### config.mk
export PLATFORM = sky130hd
export DESIGN_NAME = usb_linestate_mon
export DESIGN_NICKNAME = d
export VERILOG_FILES = /design/src/rtl/lm_pkg.sv /design/src/rtl/lm_runlen.sv /design/src/rtl/lm_resp_timer.sv /design/src/rtl/lm_drive.sv /design/src/rtl/usb_linestate_mon.sv
export SDC_FILE = /design/constraint.sdc
export NUM_CORES = 1
export LEC_CHECK = 0
export ABC_AREA = 1
export BUFFER_PORTS_ARGS = -buffer_cell sky130_fd_sc_hd__buf_4
export CORE_UTILIZATION = 40
export CTS_CLUSTER_DIAMETER = 60
export CTS_CLUSTER_SIZE = 16
export DETAILED_ROUTE_END_ITERATION = 10
export GPL_TIMING_DRIVEN = 0
export PLACE_DENSITY = 0.58
export SYNTH_ARGS = -nofsm -noshare
export SYNTH_HDL_FRONTEND = slang
export SYNTH_HIERARCHICAL = 1
export SYNTH_SLANG_ARGS = --single-unit
export TNS_END_PERCENT = 5
### constraint.sdc
create_clock -name clk -period 4.25 [get_ports clk]
set_input_delay 0.425 -clock clk [delete_from_list [all_inputs] [get_ports clk]]
set_output_delay 0.425 -clock clk [all_outputs]
set_load 0.01 [all_outputs]
### src/rtl/lm_pkg.sv
package lm_pkg;

  typedef struct packed {
    logic oe;
    logic dp;
    logic dm;
  } lm_drive_t;

  // Override selection: SE0 has priority over the wake-up K state.
  function automatic lm_drive_t lm_drive_sel(input logic se0_req, input logic wake_req);
    lm_drive_t d;
    if (se0_req) begin
      d = '{oe: 1'b1, dp: 1'b0, dm: 1'b0};
    end else if (wake_req) begin
      d = '{oe: 1'b1, dp: 1'b0, dm: 1'b1};
    end else begin
      d = '{oe: 1'b0, dp: 1'b0, dm: 1'b0};
    end
    return d;
  endfunction

  // Width that can hold the values 0..limit.
  function automatic int unsigned lm_cnt_w(input int unsigned limit);
    return (limit < 2) ? 1 : $clog2(limit + 1);
  endfunction

endpackage

### src/rtl/lm_runlen.sv
module lm_runlen #(
  parameter int unsigned LIMIT = 30
) (
  input  logic clk,
  input  logic rst_n,
  input  logic en,
  input  logic tick,
  input  logic cond,
  output logic hit
);
  localparam int unsigned W = lm_pkg::lm_cnt_w(LIMIT);

  logic [W-1:0] run_q;

  // Hit marks the tick that completes LIMIT consecutive samples of cond.
  assign hit = en && tick && cond && (run_q == W'(LIMIT - 1));

  always_ff @(posedge clk or negedge rst_n) begin
    if (!rst_n) begin
      run_q <= '0;
    end else if (!en) begin
      run_q <= '0;
    end else if (tick) begin
      if (!cond) begin
        run_q <= '0;
      end else if (run_q != W'(LIMIT)) begin
        run_q <= run_q + 1'b1;
      end
    end
  end
endmodule

### src/rtl/lm_resp_timer.sv
module lm_resp_timer #(
  parameter int unsigned LIMIT = 18
) (
  input  logic clk,
  input  logic rst_n,
  input  logic en,
  input  logic tick,
  input  logic arm,
  input  logic got_k,
  output logic expire
);
  localparam int unsigned W = lm_pkg::lm_cnt_w(LIMIT);

  logic         wait_q;
  logic [W-1:0] cnt_q;

  assign expire = en && tick && wait_q && !arm && !got_k && (cnt_q == W'(LIMIT - 1));

  always_ff @(posedge clk or negedge rst_n) begin
    if (!rst_n) begin
      wait_q <= 1'b0;
      cnt_q  <= '0;
    end else if (!en) begin
      wait_q <= 1'b0;
      cnt_q  <= '0;
    end else if (arm) begin
      wait_q <= 1'b1;
      cnt_q  <= '0;
    end else if (tick && wait_q) begin
      if (got_k || expire) begin
        wait_q <= 1'b0;
        cnt_q  <= '0;
      end else begin
        cnt_q <= cnt_q + 1'b1;
      end
    end
  end
endmodule

### src/rtl/lm_drive.sv
module lm_drive (
  input  logic rwake_req,
  input  logic force_se0,
  output logic drv_oe,
  output logic drv_dp,
  output logic drv_dm
);
  lm_pkg::lm_drive_t sel;

  always_comb begin
    sel    = lm_pkg::lm_drive_sel(force_se0, rwake_req);
    drv_oe = sel.oe;
    drv_dp = sel.dp;
    drv_dm = sel.dm;
  end
endmodule

### src/rtl/usb_linestate_mon.sv
module usb_linestate_mon #(
  parameter int unsigned RST_BITS  = 30,
  parameter int unsigned SUSP_BITS = 36000,
  parameter int unsigned TOUT_BITS = 18
) (
  input  logic clk,
  input  logic rst_n,
  input  logic bit_en,
  input  logic line_j,
  input  logic line_k,
  input  logic line_se0,
  input  logic ctl_enable,
  input  logic resp_arm,
  input  logic rwake_req,
  input  logic force_se0,
  input  logic int_en,
  input  logic evt_clr,
  output logic st_reset,
  output logic st_suspend,
  output logic st_resume,
  output logic st_timeout,
  output logic bus_evt,
  output logic irq,
  output logic drv_oe,
  output logic drv_dp,
  output logic drv_dm
);
  // Named internal events, exposed for the checker.
  logic ev_reset;
  logic ev_suspend;
  logic ev_resume;
  logic ev_timeout;
  logic any_evt;
  logic tick_on;

  assign tick_on = ctl_enable && bit_en;

  lm_runlen #(.LIMIT(RST_BITS)) u_se0_run (
    .clk  (clk),
    .rst_n(rst_n),
    .en   (ctl_enable),
    .tick (bit_en),
    .cond (line_se0),
    .hit  (ev_reset)
  );

  lm_runlen #(.LIMIT(SUSP_BITS)) u_idle_run (
    .clk  (clk),
    .rst_n(rst_n),
    .en   (ctl_enable),
    .tick (bit_en),
    .cond (line_j),
    .hit  (ev_suspend)
  );

  lm_resp_timer #(.LIMIT(TOUT_BITS)) u_resp (
    .clk   (clk),
    .rst_n (rst_n),
    .en    (ctl_enable),
    .tick  (bit_en),
    .arm   (resp_arm),
    .got_k (line_k),
    .expire(ev_timeout)
  );

  lm_drive u_drive (
    .rwake_req(rwake_req),
    .force_se0(force_se0),
    .drv_oe   (drv_oe),
    .drv_dp   (drv_dp),
    .drv_dm   (drv_dm)
  );

  assign ev_resume = tick_on && !line_j && st_suspend;
  assign any_evt   = ev_reset || ev_suspend || ev_resume || ev_timeout;

  always_ff @(posedge clk or negedge rst_n) begin
    if (!rst_n) begin
      st_reset   <= 1'b0;
      st_suspend <= 1'b0;
      st_resume  <= 1'b0;
      st_timeout <= 1'b0;
      bus_evt    <= 1'b0;
    end else if (!ctl_enable) begin
      st_reset   <= 1'b0;
      st_suspend <= 1'b0;
      st_resume  <= 1'b0;
      st_timeout <= 1'b0;
      bus_evt    <= 1'b0;
    end else begin
      if (ev_reset)                   st_reset <= 1'b1;
      else if (bit_en && !line_se0)   st_reset <= 1'b0;

      if (ev_suspend)                 st_suspend <= 1'b1;
      else if (bit_en && !line_j)     st_suspend <= 1'b0;

      // Set has priority over the software clear.
      if (ev_resume)                  st_resume <= 1'b1;
      else if (evt_clr)               st_resume <= 1'b0;

      if (ev_timeout)                 st_timeout <= 1'b1;
      else if (evt_clr)               st_timeout <= 1'b0;

      if (any_evt)                    bus_evt <= 1'b1;
      else if (evt_clr)               bus_evt <= 1'b0;
    end
  end

  assign irq = bus_evt && int_en;
endmodule

==> metrics <==
Yosys top cell by area dfrtp_1; proportion of layout cells with a drive suffix above 1 15.8%; filler cell count 550; initial antenna violation count 0; commonest cells after routing, fill and taps aside nand2_1, nor2_1, inv_1, nand3_1, dfrtp_1; met2 Usage GRT 28.7%; grt total ovfl 0; hold buffers post-CTS 0; worst reg2reg setup slack 2450 ps; RSZ-0062 raised after global routing false; Slew Limit Fails 0; wire length per cell 11.7 um; Max Clock Skew 4.75 ps; Worst-path clk slew 70 ps; # DRC 0; final hold vios 0; CP Capture Type flip-flop; Die Area 0.00566 mm2; Synth Cell Area 0.00215 mm2; YS warnings 6; Reg2Reg Capture Point bus_evt; First-pass DRT Iterations 7; WL final 4750 um; commonest non-fill, non-tap cell in the layout nand2_1; CP Capture Point bus_evt; Setup Viol. Count Final 0; number of synthesized register bits 32; CP Class flip-flop to flip-flop; Syn Inst Count 309; met1 GRT Util 26.2%; htree depth 2; max-cap check violation count 0; reg2reg path depth 9; post-CTS setup buffers 0; DIE HEIGHT 75.2 um; worst-skew pair later-pin latency 290 ps; die width 75.2 um; final core utilization 48.1%; Vias 1972; Pwr Total 626 uW; dpl cells 398; Placer Congestion 0.869; sequential cell area 801 um2; Peak VDD IR 144 uV; library cells used by synthesis 29; Boundary Pins 21; P_leak 1.20 nW; first-pass GRT wire length 7860 um; fraction of post-synthesis cell area in the top cell type by area 37.3%; Clock Tree Buf Depth 2; Diodes inserted 0; total track usage 18.7%; clk root buf clkbuf_8; syn_area_per_cell 6.94 um2; Core Box Area 0.00514 mm2; crit path max fanout 6; CTS buffer count 5; number of global-route vias before repair 1742; fin crit share 42.4%; Non-Filler Instances 406; final total negative setup slack 0 ps; syn nets 328; area growth from synthesis to layout 15.1%; synth top area cells dfrtp_1, nand2_1, nand3_1; worst endpoint required time 4470 ps; DP HPWL 3370 um; DRT iter0 DRCs 128; outcome finished clean; crit path from u_idle_run/run_q[1]; r2r startpoint u_idle_run/run_q[1]; # rows 26; IO buf count 19; Hold Crit Class input port to async pin; fmax 555 MHz; Sink Count 32; post-route ant nets 0; DR vias/cell 4.86; sequential cell area fraction in the yosys report 37.3%; Top Usage Layer GRT met2; final critical-path required period 1800 ps; Arr. time, crit path 2030 ps; PD cells 253 mW/mm2; CTS tree built; largest net degree at the start of global routing 33; final layout net count 354; # resized after CTS 0; Initial Util 41.7%; startpoint types flip-flop; GR Layer Usage met3 4.02%; Multi-input gate area 0.00115 mm2
## state kept, by name, indices dropped and copies added, names as in the netlist
signal	flops
st_resume	1
u_resp/cnt_q	5
st_reset	1
st_suspend	1
u_se0_run/run_q	5
st_timeout	1
bus_evt	1
u_idle_run/run_q	16
u_resp/wait_q	1
## synth_stat cells
master / n
conb_1: 1
nand2_4: 1
a21oi_1: 5
nor3b_1: 1
nand3_2: 3
nand3_1: 33
o21ai_2: 3
nor2_2: 5
buf_4: 4
buf_6: 1
o21ai_0: 9
nand2_1: 91
nand4_1: 11
inv_1: 36
nor2_1: 41
nand2_2: 3
o21bai_1: 4
nor3_1: 4
ha_1: 7
xor2_1: 4
inv_4: 1
inv_2: 3
and3_1: 1
o22ai_1: 1
nor2_4: 1
xnor2_1: 1
dfrtp_1: 32
buf_2: 1
o22ai_2: 1
## power breakdown
part           switching (mW)  leakage [nW]  total [mW]  internal, mW
registers             0.00483         0.443       0.313         0.308
logic                  0.0385         0.712      0.0585        0.0200
clock network           0.122        0.0445       0.254         0.132
## cells by family (layout without fill, tap and decap cells)
family,Yosys count,count (layout),synth area share (%)
DFF,32,32,37.3
AOI/OAI and AO/OA,23,23,6.76
and+or+nand+nor,195,195,40.4
xor gates and xnor gates,5,5,2.04
buffers and inverters,46,73,9.27
adders and majority gates,7,7,4.08
other,1,1,0.175
## stage by stage
stage	hold WS, ps	cell area (um2)	setup slack, ps
floorplan	129	2150	2840
global route	105	2470	2170
CTS	86.6	2470	2470
global placement	395	2380	2480
finish	68.0	2470	2450
detailed placement	402	2380	2510
## area by class of cell
cell class,instances,area share [%]
sequential,32,32.4
inverter,40,6.18
tap,70,3.55
clock inverter,1,0.304
buffer,6,1.87
timing repair buffer,19,5.78
multi-input combinational,231,46.4
clock buffer,7,3.50
## critical path: stages, from the launching register on
cell and delay [ps]:
dfrtp_1 410, ha_1 300, nand3_1 180, nor2_1 200
nand4_1 130, nor3_1 210, inv_1 100, nand3_1 90
nand2_1 50, nand2_1 60
## routing by layer
| layer | routed length, um | vias to the layer above |
|---|---|---|
| li1 | - | 1027 |
| met1 | 2480 | 904 |
| met2 | 2090 | 38 |
| met3 | 166 | 3 |
| met4 | 21 | 0 |
| met5 | 0 | - |
## how the worst min path moves through the flow
stage                      from                    to  slack (ps)  depth (start not counted)
final                     rst_n   u_idle_run/run_q[7]          70                          1
after global routing      rst_n   u_idle_run/run_q[1]         100                          1
after CTS                 rst_n  u_idle_run/run_q[10]          90                          1
after detailed placement  rst_n   u_idle_run/run_q[1]         400                          1
after global placement    rst_n   u_idle_run/run_q[1]         400                          1
after floorplan           rst_n               bus_evt         130                          0
(Power assumes the default switching activity.)
